===== config.mk =====
export PLATFORM = sky130hd
export DESIGN_NAME = ioctl_regbank
export DESIGN_NICKNAME = d
export VERILOG_FILES = /design/src/rtl/ioctl_pkg.sv /design/src/rtl/ioctl_decode.sv /design/src/rtl/ioctl_irq_flags.sv /design/src/rtl/ioctl_eeprom_pins.sv /design/src/rtl/ioctl_regbank.sv
export SDC_FILE = /design/constraint.sdc
export NUM_CORES = 1
export LEC_CHECK = 0
export ABC_AREA = 1
export BUFFER_PORTS_ARGS = -buffer_cell sky130_fd_sc_hd__clkbuf_2
export CORE_UTILIZATION = 55
export CTS_CLUSTER_SIZE = 25
export DETAILED_ROUTE_END_ITERATION = 16
export PLACE_DENSITY = 0.86
export RECOVER_POWER = 100
export REMOVE_ABC_BUFFERS = 1
export SYNTH_ARGS = -nofsm -noshare
export SYNTH_HDL_FRONTEND = slang
export SYNTH_HIERARCHICAL = 1
export SYNTH_SLANG_ARGS = --single-unit
export TNS_END_PERCENT = 50

===== constraint.sdc =====
create_clock -name clk -period 3.62 [get_ports clk]
set_input_delay 0.362 -clock clk [delete_from_list [all_inputs] [get_ports clk]]
set_output_delay 0.362 -clock clk [all_outputs]
set_load 0.01 [all_outputs]

===== src/rtl/ioctl_pkg.sv =====
package ioctl_pkg;
  // register identifiers; the offset equals the identifier
  localparam int RID_PLAT   = 0;
  localparam int RID_ENV    = 1;
  localparam int RID_FPROT  = 2;
  localparam int RID_BFSZ   = 3;
  localparam int RID_WDOG   = 4;
  localparam int RID_PRES   = 5;
  localparam int RID_MBEE   = 6;
  localparam int RID_MODEE  = 7;
  localparam int RID_MGMT   = 8;
  localparam int RID_EXT    = 9;
  localparam int RID_IOMASK = 10;
  localparam int NREG       = 11;

  // pending-flag indices
  localparam int FLG_MGMT = 0;
  localparam int FLG_EXT  = 1;
  localparam int NFLAG    = 2;

  function automatic logic [2:0] variant_code(input int v);
    case (v)
      1:       return 3'd4;
      2:       return 3'd3;
      default: return 3'd0;
    endcase
  endfunction
endpackage


===== src/rtl/ioctl_decode.sv =====
module ioctl_decode #(
  parameter int ADDR_W = 8,
  parameter int NREG   = 11
) (
  input  logic [ADDR_W-1:0] addr,
  output logic [NREG-1:0]   hit
);
  for (genvar k = 0; k < NREG; k++) begin : g_hit
    assign hit[k] = (addr == ADDR_W'(k));
  end
endmodule


===== src/rtl/ioctl_irq_flags.sv =====
module ioctl_irq_flags #(
  parameter int NFLAG = 2
) (
  input  logic             clk,
  input  logic             rst_n,
  input  logic [NFLAG-1:0] set,
  input  logic [NFLAG-1:0] clr,
  output logic [NFLAG-1:0] pend
);
  always_ff @(posedge clk) begin
    if (!rst_n) begin
      pend <= '0;
    end else begin
      for (int g = 0; g < NFLAG; g++) begin
        if (set[g])      pend[g] <= 1'b1;
        else if (clr[g]) pend[g] <= 1'b0;
      end
    end
  end

  for (genvar g = 0; g < NFLAG; g++) begin : g_chk
    AST_SET_RAISES: assert property (@(posedge clk) disable iff (!rst_n)
      set[g] |=> pend[g]);
    AST_READ_CLEARS: assert property (@(posedge clk) disable iff (!rst_n)
      clr[g] && !set[g] |=> !pend[g]);
  end
endmodule


===== src/rtl/ioctl_eeprom_pins.sv =====
module ioctl_eeprom_pins #(
  parameter int NSLOT  = 4,
  parameter int DATA_W = 16
) (
  input  logic              clk,
  input  logic              rst_n,
  input  logic              mb_we,
  input  logic              mod_we,
  input  logic [DATA_W-1:0] wdata,
  input  logic [NSLOT-1:0]  slot_present,
  input  logic              mb_do,
  input  logic [NSLOT-1:0]  slot_do,
  output logic              mb_cs,
  output logic              mb_sk,
  output logic              mb_di,
  output logic [NSLOT-1:0]  slot_cs,
  output logic [NSLOT-1:0]  slot_sk,
  output logic [NSLOT-1:0]  slot_di,
  output logic [DATA_W-1:0] mb_rd,
  output logic [DATA_W-1:0] mod_rd
);
  localparam int SEL_W = (NSLOT > 1) ? $clog2(NSLOT) : 1;

  // pin positions in the two control words
  localparam int MB_CS_B  = 0;
  localparam int MB_SK_B  = 1;
  localparam int MB_DI_B  = 2;
  localparam int MB_DO_B  = 3;
  localparam int MD_SK_B  = 2;
  localparam int MD_CS_B  = 4;
  localparam int MD_DI_B  = 6;
  localparam int MD_DO_B  = 7;

  logic             mb_cs_q, mb_sk_q, mb_di_q;
  logic             md_cs_q, md_sk_q, md_di_q;
  logic [SEL_W-1:0] md_sel_q;

  always_ff @(posedge clk) begin
    if (!rst_n) begin
      mb_cs_q  <= 1'b0;
      mb_sk_q  <= 1'b0;
      mb_di_q  <= 1'b0;
      md_cs_q  <= 1'b0;
      md_sk_q  <= 1'b0;
      md_di_q  <= 1'b0;
      md_sel_q <= '0;
    end else begin
      if (mb_we) begin
        mb_cs_q <= wdata[MB_CS_B];
        mb_sk_q <= wdata[MB_SK_B];
        mb_di_q <= wdata[MB_DI_B];
      end
      if (mod_we) begin
        md_cs_q  <= wdata[MD_CS_B];
        md_sk_q  <= wdata[MD_SK_B];
        md_di_q  <= wdata[MD_DI_B];
        md_sel_q <= wdata[SEL_W-1:0];
      end
    end
  end

  assign mb_cs = mb_cs_q;
  assign mb_sk = mb_sk_q;
  assign mb_di = mb_di_q;

  // only the selected slot sees the pins; the rest idle low
  for (genvar s = 0; s < NSLOT; s++) begin : g_slot
    logic chosen;
    assign chosen     = (md_sel_q == SEL_W'(s));
    assign slot_cs[s] = chosen & md_cs_q;
    assign slot_sk[s] = chosen & md_sk_q;
    assign slot_di[s] = chosen & md_di_q;
  end

  // a silent memory leaves data-out pulled high
  logic md_dout;
  assign md_dout = ~|(slot_cs & slot_present & ~slot_do);

  always_comb begin
    mb_rd           = '0;
    mb_rd[MB_CS_B]  = mb_cs_q;
    mb_rd[MB_SK_B]  = mb_sk_q;
    mb_rd[MB_DI_B]  = mb_di_q;
    mb_rd[MB_DO_B]  = mb_cs_q ? mb_do : 1'b1;
    mod_rd          = '0;
    mod_rd[1:0]     = 2'(md_sel_q);
    mod_rd[MD_SK_B] = md_sk_q;
    mod_rd[MD_CS_B] = md_cs_q;
    mod_rd[MD_DI_B] = md_di_q;
    mod_rd[MD_DO_B] = md_dout;
  end

  AST_MB_CS_FOLLOWS: assert property (@(posedge clk) disable iff (!rst_n)
    mb_we |=> mb_cs == $past(wdata[MB_CS_B]));
  AST_SLOT_CS_FOLLOWS: assert property (@(posedge clk) disable iff (!rst_n)
    mod_we |=> (|slot_cs) == $past(wdata[MD_CS_B]));
  AST_SLOT_PINS_HOLD: assert property (@(posedge clk) disable iff (!rst_n)
    !mod_we |=> $stable(slot_cs) && $stable(slot_sk) && $stable(slot_di));
endmodule


===== src/rtl/ioctl_regbank.sv =====
module ioctl_regbank
  import ioctl_pkg::*;
#(
  parameter int NSLOT   = 4,
  parameter int VARIANT = 0,
  parameter int ADDR_W  = 8,
  parameter int DATA_W  = 16
) (
  input  logic              clk,
  input  logic              rst_n,
  input  logic              req_valid,
  output logic              req_ready,
  input  logic              req_write,
  input  logic [ADDR_W-1:0] req_addr,
  input  logic [DATA_W-1:0] req_wdata,
  output logic              rsp_valid,
  input  logic              rsp_ready,
  output logic [DATA_W-1:0] rsp_rdata,
  input  logic [NSLOT-1:0]  slot_present,
  output logic              mb_cs,
  output logic              mb_sk,
  output logic              mb_di,
  input  logic              mb_do,
  output logic [NSLOT-1:0]  slot_cs,
  output logic [NSLOT-1:0]  slot_sk,
  output logic [NSLOT-1:0]  slot_di,
  input  logic [NSLOT-1:0]  slot_do,
  input  logic              irq_mgmt_set,
  input  logic              irq_ext_set,
  output logic              irq_mgmt_pend,
  output logic              irq_ext_pend
);
  localparam int          PRES_W  = 4 * NSLOT;
  localparam int          MASK_W  = 8;
  localparam logic [2:0]  PCODE   = variant_code(VARIANT);

  logic            accept, rd_en, wr_en;
  logic [NREG-1:0] hit;

  assign req_ready = ~rsp_valid;
  assign accept    = req_valid & req_ready;
  assign rd_en     = accept & ~req_write;
  assign wr_en     = accept & req_write;

  ioctl_decode #(.ADDR_W(ADDR_W), .NREG(NREG)) u_dec (
    .addr (req_addr),
    .hit  (hit)
  );

  // IO mask
  logic [MASK_W-1:0] iomask_q;
  always_ff @(posedge clk) begin
    if (!rst_n)                      iomask_q <= '0;
    else if (wr_en && hit[RID_IOMASK]) iomask_q <= req_wdata[MASK_W-1:0];
  end

  // serial memory pins
  logic [DATA_W-1:0] mb_rd, mod_rd;
  ioctl_eeprom_pins #(.NSLOT(NSLOT), .DATA_W(DATA_W)) u_pins (
    .clk          (clk),
    .rst_n        (rst_n),
    .mb_we        (wr_en & hit[RID_MBEE]),
    .mod_we       (wr_en & hit[RID_MODEE]),
    .wdata        (req_wdata),
    .slot_present (slot_present),
    .mb_do        (mb_do),
    .slot_do      (slot_do),
    .mb_cs        (mb_cs),
    .mb_sk        (mb_sk),
    .mb_di        (mb_di),
    .slot_cs      (slot_cs),
    .slot_sk      (slot_sk),
    .slot_di      (slot_di),
    .mb_rd        (mb_rd),
    .mod_rd       (mod_rd)
  );

  // pending flags, cleared by status reads
  logic [NFLAG-1:0] flg_set, flg_clr, flg_pend;
  assign flg_set[FLG_MGMT] = irq_mgmt_set;
  assign flg_set[FLG_EXT]  = irq_ext_set;
  assign flg_clr[FLG_MGMT] = rd_en & hit[RID_MGMT];
  assign flg_clr[FLG_EXT]  = rd_en & hit[RID_EXT];

  ioctl_irq_flags #(.NFLAG(NFLAG)) u_flags (
    .clk   (clk),
    .rst_n (rst_n),
    .set   (flg_set),
    .clr   (flg_clr),
    .pend  (flg_pend)
  );
  assign irq_mgmt_pend = flg_pend[FLG_MGMT];
  assign irq_ext_pend  = flg_pend[FLG_EXT];

  // presence: each slot bit repeated in all four nibble lanes, active low
  logic [PRES_W-1:0] pres_word;
  for (genvar k = 0; k < 4; k++) begin : g_lane
    for (genvar i = 0; i < NSLOT; i++) begin : g_bit
      assign pres_word[k*NSLOT+i] = ~slot_present[i];
    end
  end

  // read mux
  logic [DATA_W-1:0] rd_val;
  always_comb begin
    rd_val = '0;
    if (hit[RID_PLAT])   rd_val = DATA_W'({PCODE, 5'b0});
    if (hit[RID_ENV])    rd_val = DATA_W'(16'h0021);
    if (hit[RID_FPROT])  rd_val = DATA_W'(16'h00FF);
    if (hit[RID_BFSZ])   rd_val = DATA_W'(16'h1000);
    if (hit[RID_PRES])   rd_val = DATA_W'(pres_word);
    if (hit[RID_MBEE])   rd_val = mb_rd;
    if (hit[RID_MODEE])  rd_val = mod_rd;
    if (hit[RID_IOMASK]) rd_val = DATA_W'(iomask_q);
  end

  // response stage
  always_ff @(posedge clk) begin
    if (!rst_n) begin
      rsp_valid <= 1'b0;
      rsp_rdata <= '0;
    end else if (accept) begin
      rsp_valid <= 1'b1;
      rsp_rdata <= req_write ? '0 : rd_val;
    end else if (rsp_ready) begin
      rsp_valid <= 1'b0;
    end
  end

  AST_RSP_HOLD: assert property (@(posedge clk) disable iff (!rst_n)
    rsp_valid && !rsp_ready |=> rsp_valid && $stable(rsp_rdata));
  AST_ONE_RSP: assert property (@(posedge clk) disable iff (!rst_n)
    req_valid && req_ready |=> rsp_valid);
  AST_IOMASK_LOAD: assert property (@(posedge clk) disable iff (!rst_n)
    wr_en && hit[RID_IOMASK] |=> iomask_q == $past(req_wdata[MASK_W-1:0]));
endmodule


==> results of run 1 <==
power groups by stage:
stage | clock network (mW) | logic [mW] | registers, mW
floorplan | 0 | 0.0362 | 0.400
global placement | 0 | 0.0694 | 0.398
detailed placement | 0 | 0.0711 | 0.398
CTS | 0.343 | 0.0714 | 0.390
global route | 0.361 | 0.0795 | 0.389
finish | 0.337 | 0.0691 | 0.389
critical path, cell delays in order:
cell	delay [ns]
clkbuf_2	0.08
nor2_1	0.09
nand2_1	0.24
nor2_2	0.17
clkbuf_1	0.51
inv_1	0.41
nor3_1	0.27
clkinv_1	0.26
o21ai_0	0.21
a21oi_1	0.06
final timing paths:
check	slack (ns)	endpoint	from
worst min register to register	0.46	iomask_q[6]$_SDFFE_PN0P_	iomask_q[6]$_SDFFE_PN0P_
worst min-delay path	0.29	u_flags/pend[1]$_SDFFE_PN0P_	irq_ext_set
worst max register to register	1.71	iomask_q[3]$_SDFFE_PN0P_	rsp_valid$_SDFFE_PN0P_
worst max-delay path	1.13	u_pins/md_sk_q$_SDFFE_PN0P_	req_addr[7]
stage by stage:
step,util [%],cell area (um^2),instances
6_report,65.1,2470,460
5_1_grt,65.1,2470,460
4_1_cts,66.8,2540,460
3_5_place_dp,64.0,2430,453
3_3_place_gp,64.0,2430,453
2_1_floorplan,-,2030,338
cell type report:
| type | instances | area (um^2) | share of cell area (%) |
|---|---|---|---|
| Clock buffer | 5 | 68.8 | 2.78 |
| Tap cell | 48 | 60.1 | 2.43 |
| Clock inverter | 2 | 37.5 | 1.52 |
| Timing Repair Buffer | 67 | 293 | 11.8 |
| Multi-Input combinational cell | 257 | 1140 | 46.0 |
| Inverter | 46 | 175 | 7.09 |
| Sequential cell | 35 | 701 | 28.3 |
registers in the layout (all words and copies together), names as in the netlist:
signal	count
rsp_rdata	16
iomask_q	8
u_flags/pend	2
u_pins/md_sel_q	2
rsp_valid	1
u_pins/mb_cs	1
u_pins/mb_di	1
u_pins/mb_sk	1
u_pins/md_cs_q	1
u_pins/md_di_q	1
u_pins/md_sk_q	1
metal layers:
| metal | wire length (um) | GRT usage [%] |
|---|---|---|
| met4 | 105 | 10.1 |
| met1 | 2200 | 30.3 |
| met2 | 2220 | 40.9 |
| met5 | 0 | 0 |
| met3 | 211 | 4.83 |
==> key figures, run 1 <==
STA
  – RSZ-0062 raised after global routing: false
  – Worst slew margin: a little over a third
  – Max-slew violations: 0
  – Max Clock Skew: around 0.0028 ns
  – Setup WS post-layout: 1.13 ns
  – Worst hold margin: 0.286 ns
  – Fin. Hold Viols: 0
  – Final period util: between 60 and 70%
  – Final worst path period need: 2.49 ns
  – Fmax: 0.402 GHz
  – Worst Tran Pin Value: 0.972 ns
  – TNS Setup: 0 ns
  – Final setup vio count: 0

Power
  – Cell Pwr Density: roughly 320 mW/mm^2
  – Internal power: 613 uW
  – Leak: 1.09 nW
  – Reported net switching power: between 150 and 200 uW
  – Maximum vdd ir drop: roughly 0.00034 V
  – Total power: 796 uW
  – Logic gate share of total power: 8.7%
  – Clock network fraction of total power: 42.4%
  – Net Sw Frac: between 20% and 30%
  – Sequential share of power: 48.9%

Route
  – Total Wirelength: around 4700 um
  – Iteration-0 DRC Markers: 112
  – Drt wl/cell: 10.3 um
  – Antenna-violating nets left: 0
  – Drt first pass iters: 4
  – # DRC: 0
  – Via Count: 2168
  – Vias per std cell: 4.71

Critical path
  – CP max FO: 19
  – Crit. End Element: flip-flop
  – CP Launch Type: input port
  – Reg2Reg Depth: 6
  – CP Data Required Time: 3.79 ns
  – Crit Path Category: in2reg
  – Critical Path AT: 2.66 ns

Floorplanning
  – Initial Util: 59.4%
  – Std cell rows: 22
  – Die area: 0.00436 mm^2
  – Horiz. Die Dim: roughly 66 um
  – CORE AREA: 0.00380 mm^2
  – Chip Height: between 60 and 70 um
  – I/O Pins: between 70 and 80

Clock network
  – Latest clock arrival within the worst-skew pair: 0.29 ns
  – TritonCTS clock tree: yes
  – Cts bufs inserted: 5
  – Clock Tree Buf Depth: 2
  – Post-CTS Hold Fix Bufs: 0
  – Cts repair resizes: 0
  – Root Driver: clkbuf_8
  – Post-CTS Setup Bufs: 0
  – Register clock-pin slew on the reported worst setup and hold paths: approximately 0.070 ns
  – TritonCTS Sinks: 35
  – # H-tree levels: 2

Cells and area
  – Layout Nets: 452
  – Fill cell count: 354
  – Layout cells sized above 1: 13.1%
  – Diode count: 0
  – Synth-to-Final Area Change: 9.53%
  – Commonest non-fill, non-tap cell in the layout: nand2_1
  – Most frequent cells in the layout: 68 x nand2_1, 62 x nor2_1, 49 x a21oi_1

GRT
  – Pin count of the biggest net entering global routing: 21
  – Aggregate global-route resource usage: approximately a quarter
  – Initial antenna violation count: 0
  – Grt ovf: 0
  – Global-route wire length before repair: about 8100 um
  – Vias in the first global route: 1885

Synthesis
  – Syn Area/Cell: 6.30 um^2
  – Syn Std Cell Area: 0.00226 mm^2
  – Synthesis Warnings: 6
  – Syn Inst Count: about 360

Job
  – # Max-Cap Violations: 0

Hold path
  – Worst Hold Class: in2reg
  – Hold depth: 3

Placed design
  – DP HPWL: 3640 um
  – Buffers on Ports: 66
  – Pre-CTS setup slack: roughly 1.4 ns
  – Placer congestion estimate: 0.844

Run status
  – Status: finished, final reports clean
Note: power is estimated with default switching activity, not from simulation.
==> run 2, diff against run 1 <==
--- a/config.mk
+++ b/config.mk
@@ -5,12 +5,12 @@
 export SDC_FILE = /design/constraint.sdc
 export NUM_CORES = 1
 export LEC_CHECK = 0
-export ABC_AREA = 1
+export ABC_AREA = 0
 export BUFFER_PORTS_ARGS = -buffer_cell sky130_fd_sc_hd__clkbuf_2
-export CORE_UTILIZATION = 55
+export CORE_UTILIZATION = 50
 export CTS_CLUSTER_SIZE = 25
 export DETAILED_ROUTE_END_ITERATION = 16
-export PLACE_DENSITY = 0.86
+export PLACE_DENSITY = 0.8
 export RECOVER_POWER = 100
 export REMOVE_ABC_BUFFERS = 1
 export SYNTH_ARGS = -nofsm -noshare
==> constraint.sdc (replaced) <==
create_clock -name clk -period 2.4 [get_ports clk]
set_input_delay 0.24 -clock clk [delete_from_list [all_inputs] [get_ports clk]]
set_output_delay 0.24 -clock clk [all_outputs]
set_load 0.01 [all_outputs]
==> key figures, run 2 <==
Clock network
  – Root Driver: clkbuf_8
  – Clock Tree Buf Depth: 2
  – Cts bufs inserted: 5
  – Post-CTS Hold Fix Bufs: 0
  – TritonCTS Sinks: 35
  – Cts repair resizes: 0
  – Post-CTS Setup Bufs: 0
  – TritonCTS clock tree: yes
  – Register clock-pin slew on the reported worst setup and hold paths: 0.07 ns
  – Latest clock arrival within the worst-skew pair: 0.30 ns
  – # H-tree levels: 2

Power
  – Net Sw Frac: a little over a quarter
  – Cell Pwr Density: 462 mW/mm^2
  – Total power: 1.12 mW
  – Leak: roughly 0.91 nW
  – Maximum vdd ir drop: about 0.00035 V
  – Reported net switching power: 292 uW
  – Internal power: 828 uW
  – Sequential share of power: 52.4%
  – Logic gate share of total power: 9.0%
  – Clock network fraction of total power: 38.6%

Placed design
  – Placed Area: 0.00241 mm^2
  – DP HPWL: 3740 um
  – Buffers on Ports: 66
  – Placer congestion estimate: ~0.86
  – Placed insts: around 370

Cells and area
  – Layout Nets: 370
  – Fill cell count: 412
  – Synth-to-Final Area Change: 11.3%
  – Fin area: 0.00242 mm^2
  – Non-filler instance count after layout: about 380
  – Layout cells sized above 1: roughly 16%
  – Largest register by flop count: rsp_rdata
  – Util after Layout: 59.3%
  – Max reg flops: 16
  – Commonest non-fill, non-tap cell in the layout: clkbuf_1
  – Registers with the most flip-flops: rsp_rdata (16), iomask_q (8)
  – Diode count: 0
  – Most frequent cells in the layout: 36 x clkbuf_1, 35 x dfxtp_1, 34 x clkbuf_2

Critical path
  – Crit Path Category: in2reg
  – Worst r2r src: rsp_valid$_SDFFE_PN0P_
  – Reg2Reg Depth: 5
  – Crit. End Element: flip-flop
  – Reg-to-reg setup timing slack: 0.46 ns
  – Critical R2R Capture: rsp_rdata[6]$_SDFFE_PN0N_
  – CP Data Required Time: 2.58 ns
  – Worst Setup SP: req_addr[5]
  – CP Launch Type: input port
  – CP max FO: 9
  – Critical Path AT: 2.29 ns

STA
  – Final worst path period need: roughly 2.1 ns
  – Max Clock Skew: around 0.0035 ns
  – Final period util: 88.1%
  – Fmax: 0.473 GHz
  – Final setup vio count: 0
  – Fin. Hold Viols: 0
  – Worst slew margin: between 30% and 40%
  – Worst Tran Pin Value: 0.960 ns
  – RSZ-0062 raised after global routing: false
  – Max-slew violations: 0

Job
  – # Max-Cap Violations: 0

Route
  – Vias per std cell: 5.30
  – Antenna-violating nets left: 0
  – Iteration-0 DRC Markers: 113
  – Via Count: 2020
  – Total Wirelength: 5180 um
  – # DRC: 0
  – Drt first pass iters: 4
  – Drt wl/cell: 13.6 um

GRT
  – Initial antenna violation count: 0
  – Vias in the first global route: 1759
  – Global-route wire length before repair: 8170 um
  – Pin count of the biggest net entering global routing: 22
  – Grt ovf: 0
  – Aggregate global-route resource usage: between 20% and 30%

Floorplanning
  – Std cell rows: 23
  – Horiz. Die Dim: 68.0 um
  – Initial Util: 53.3%
  – Die area: 0.00462 mm^2
  – Chip Height: roughly 70 um
  – I/O Pins: 75
  – CORE AREA: 0.00409 mm^2

Synthesis
  – Syn Area/Cell: 7.95 um^2
  – Syn Inst Count: 274
  – Synthesis Warnings: 6
  – Syn Std Cell Area: about 0.0022 mm^2

Hold path
  – Hold depth: 2
  – Worst Hold Class: in2reg
  – Hold Path Sink: u_flags/pend[0]$_SDFFE_PN0P_
  – Hold Startpoint: irq_mgmt_set

Run status
  – Status: finished, final reports clean
-- run 2: per-layer routing --
layer	wire (um)	GRT usage [%]	vias up	part of all wire [%]
li1	-	-	1037	-
met1	2220	29.5	901	43
met2	2550	42.3	74	49
met3	345	4.17	8	6.7
met4	75	8.85	0	1.4
met5	0	0	-	0
-- run 2: area by class of cell --
class | instances | area [um^2] | area share, %
multi-input combinational | 209 | 1220 | 50.4
clock inverter | 2 | 12.5 | 0.516
inverter | 6 | 22.5 | 0.929
sequential | 35 | 701 | 28.9
tap | 50 | 62.6 | 2.58
timing repair buffer | 73 | 332 | 13.7
clock buffer | 6 | 72.6 | 2.99
-- run 2: how the worst max path moves through the flow --
stage	endpoint	slack, ns	depth (start not counted)
6_report	rsp_rdata[6]$_SDFFE_PN0N_	0.29	8
3_5_place_dp	rsp_rdata[6]$_SDFFE_PN0N_	0.10	8
4_1_cts	rsp_rdata[6]$_SDFFE_PN0N_	0.42	8
2_1_floorplan	rsp_rdata[13]$_SDFFE_PN0N_	-0.23	6
3_3_place_gp	rsp_rdata[6]$_SDFFE_PN0N_	0.15	8
5_1_grt	rsp_rdata[9]$_SDFFE_PN0N_	0.16	8
-- run 2: stage by stage --
| step | hold slack (ns) | setup TNS (ns) | setup slack [ns] |
|---|---|---|---|
| after floorplan | 0.357 | -3.23 | -0.234 |
| after global placement | 0.439 | 0 | 0.151 |
| after detailed placement | 0.446 | 0 | 0.102 |
| after CTS | 0.146 | 0 | 0.419 |
| after global routing | 0.159 | 0 | 0.159 |
| final | 0.147 | 0 | 0.287 |
-- run 2: critical path: stages --
cell and delay [ns]:
clkbuf_2 0.08, or4_1 0.68, nor3_1 0.41, buf_4 0.20
nor3b_2 0.05, nor3_1 0.32, o311a_1 0.25, a211oi_1 0.06
-- run 2: power by group through the flow --
stage               combinational (mW)  clock [mW]  sequential [mW]
CTS                              0.105       0.437            0.587
floorplan                       0.0453           0            0.603
finish                           0.101       0.432            0.587
detailed placement               0.104           0            0.601
global route                     0.112       0.460            0.588
global placement                 0.102           0            0.601
==> run 3, diff against run 2 <==
--- a/config.mk
+++ b/config.mk
@@ -7,7 +7,7 @@
 export LEC_CHECK = 0
 export ABC_AREA = 0
 export BUFFER_PORTS_ARGS = -buffer_cell sky130_fd_sc_hd__clkbuf_2
-export CORE_UTILIZATION = 50
+export CORE_UTILIZATION = 48
 export CTS_CLUSTER_SIZE = 25
 export DETAILED_ROUTE_END_ITERATION = 16
 export PLACE_DENSITY = 0.8
@@ -15,6 +15,5 @@
 export REMOVE_ABC_BUFFERS = 1
 export SYNTH_ARGS = -nofsm -noshare
 export SYNTH_HDL_FRONTEND = slang
-export SYNTH_HIERARCHICAL = 1
 export SYNTH_SLANG_ARGS = --single-unit
 export TNS_END_PERCENT = 50
==> key figures, run 3 <==
Critical path
  – CP Data Required Time: 2.58 ns
  – Critical R2R Capture: rsp_rdata[1]$_SDFFE_PN0P_
  – Worst r2r src: rsp_valid$_SDFFE_PN0P_
  – Slowest stage delay, CP: 0.59 ns
  – Reg2Reg Depth: 4
  – Reg-to-reg setup timing slack: 0.57 ns
  – Worst Setup SP: req_addr[3]
  – CP Launch Type: input port
  – Chain of cells forming the critical path: clkbuf_1 -> nand4bb_1 -> nor3_4 -> mux2i_1 -> nor2b_1
  – Crit Path Category: in2reg
  – Critical Path Slowest Stage Cell: nor3_4
  – Crit. End Element: flip-flop
  – Critical Path AT: 2.16 ns
  – CP max FO: 19

Power
  – Total power: 1.08 mW
  – Maximum vdd ir drop: 0.000338 V
  – Cell Pwr Density: 505 mW/mm^2
  – Leak: slightly below 0.8 nW

STA
  – TNS Setup: 0 ns
  – Max-slew violations: 0
  – Fmax: 0.505 GHz
  – Final worst path period need: 1.98 ns
  – Max Clock Skew: 0.00345 ns
  – Setup WS post-layout: 0.419 ns
  – Fin. Hold Viols: 0
  – Final period util: 82.6%
  – RSZ-0062 raised after global routing: false
  – Final setup vio count: 0
  – Worst slew margin: 48.9%
  – Worst Tran Pin Value: 0.767 ns

Cells and area
  – Non-filler instance count after layout: 308
  – Fill cell count: 336
  – Fin area: 0.00214 mm^2
  – Most frequent cells in the layout: 38 x clkbuf_1, 32 x dfxtp_1, 31 x clkbuf_2
  – Diode count: 0
  – Registers with the most flip-flops: rsp_rdata (13), iomask_q (8)
  – Largest register by flop count: rsp_rdata
  – Area of the multi-input gates: 0.00103 mm^2
  – Layout Nets: ~300
  – Synth-to-Final Area Change: 19.9%
  – Max reg flops: 13
  – Register Area: approximately 640 um^2
  – Commonest non-fill, non-tap cell in the layout: clkbuf_1
  – Layout cells sized above 1: 16.4%

Floorplanning
  – Initial Util: between 50 and 60%
  – Die area: slightly below 0.004 mm^2
  – I/O Pins: 75
  – Chip Height: approximately 63 um
  – CORE AREA: 0.00344 mm^2
  – Std cell rows: 21
  – Horiz. Die Dim: 63.0 um

Synthesis
  – Synth area leaders: dfxtp_1 36%, mux2i_1 9.0%, nor2b_1 7.4%
  – Post-synth ARST share: 0%
  – Area share of the largest cell type after synthesis: between 30% and 40%
  – Number of synthesized register bits: 32
  – Sequential area share after synthesis: 35.9%
  – Syn Std Cell Area: 0.00178 mm^2
  – Most frequent cell after synthesis: dfxtp_1
  – Syn Inst Count: about 200
  – Ys flop type: dfxtp_1
  – Synth area leader: dfxtp_1
  – Number of synthesized flops with an enable pin: 0
  – Syn Area/Cell: 8.75 um^2
  – Commonest cells post-synth: 32 x dfxtp_1, 21 x nor2b_1, 17 x nand2_1
  – Netlist cell types: 48
  – Synthesis Warnings: 0

Placed design
  – DP HPWL: 3110 um
  – Placed insts: 300
  – Buffers on Ports: 66
  – Pre-CTS setup slack: 0.475 ns
  – Placed Area: 0.00210 mm^2
  – Placer congestion estimate: around 0.84

Route
  – Via Count: 1709
  – Total Wirelength: 4340 um
  – Drt first pass iters: 4
  – # DRC: 0
  – Drt wl/cell: 14.1 um
  – Iteration-0 DRC Markers: 168
  – Antenna-violating nets left: 0
  – Vias per std cell: 5.55

GRT
  – Grt ovf: 0
  – Pin count of the biggest net entering global routing: 36
  – Initial antenna violation count: 0
  – Aggregate global-route resource usage: a little under a quarter
  – Global-route wire length before repair: approximately 7100 um
  – Vias in the first global route: 1543

Hold path
  – Worst Hold Class: in2reg
  – Hold Path Sink: u_flags.pend[0]$_SDFFE_PN0P_
  – Hold depth: 3
  – Hold Startpoint: irq_mgmt_set

Clock network
  – Cts bufs inserted: 5
  – TritonCTS clock tree: yes
  – Post-CTS Setup Bufs: 0
  – Cts repair resizes: 0
  – # H-tree levels: 2
  – Post-CTS Hold Fix Bufs: 0
  – Register clock-pin slew on the reported worst setup and hold paths: 0.06 ns
  – TritonCTS Sinks: 32
  – Root Driver: clkbuf_8
  – Latest clock arrival within the worst-skew pair: 0.29 ns
  – Clock Tree Buf Depth: 2

Run status
  – Status: finished, final reports clean

Job
  – # Max-Cap Violations: 0
[run 3: logic make-up (layout without fill, tap and decap cells)]
logic type	Yosys count	in the layout	synth area share, %
compound gates	43	43	17.0
simple gates	88	88	31.8
buf+inv	25	83	6.31
mux	16	16	8.98
flops	32	32	35.9
[run 3: through the flow]
stage | hold slack [ns] | util, %
4_1_cts | 0.161 | 63.5
3_3_place_gp | 0.455 | 60.9
6_report | 0.160 | 62.2
5_1_grt | 0.183 | 62.2
3_5_place_dp | 0.464 | 60.9
2_1_floorplan | 0.362 | -
[run 3: how the worst max path moves through the flow]
stage,endpoint,slack (ns),cells after the start
floorplan,u_flags.pend[0]$_SDFFE_PN0P_,0.76,4
global placement,iomask_q[7]$_SDFFE_PN0P_,0.51,5
detailed placement,iomask_q[7]$_SDFFE_PN0P_,0.47,5
CTS,rsp_rdata[1]$_SDFFE_PN0P_,0.60,4
global route,iomask_q[7]$_SDFFE_PN0P_,0.25,5
finish,iomask_q[7]$_SDFFE_PN0P_,0.42,5
[run 3: final cells by class]
type | count | area share, %
multi-input cells | 147 | 48.2
inverters | 8 | 1.40
well taps | 46 | 2.69
flip-flops and latches | 32 | 29.9
repair buffers | 67 | 13.6
clock buffers | 8 | 4.21
[run 3: routing by layer]
layer  part of all wire (%)  wire (um)  global-route usage [%]
met4                    1.8         79                    8.72
met3                    7.7        333                    7.30
met1                     44       1920                    29.4
met2                     46       2010                    35.8
met5                      0          0                       0
[run 3: worst max-delay path, delay by kind of cell]
kind	cells	cell delay, ns
AND/OR/NAND/NOR	3	1.10
multiplexers	1	0.25
buffers and inverters	1	0.56
[run 3: power breakdown]
| group | leakage, nW | total (mW) | internal (mW) | switching [mW] |
|---|---|---|---|---|
| clock | 0.0455 | 0.429 | 0.234 | 0.196 |
| sequential | 0.259 | 0.539 | 0.535 | 0.00375 |
| combinational | 0.487 | 0.113 | 0.0478 | 0.0647 |
| total | 0.792 | 1.08 | 0.817 | 0.264 |
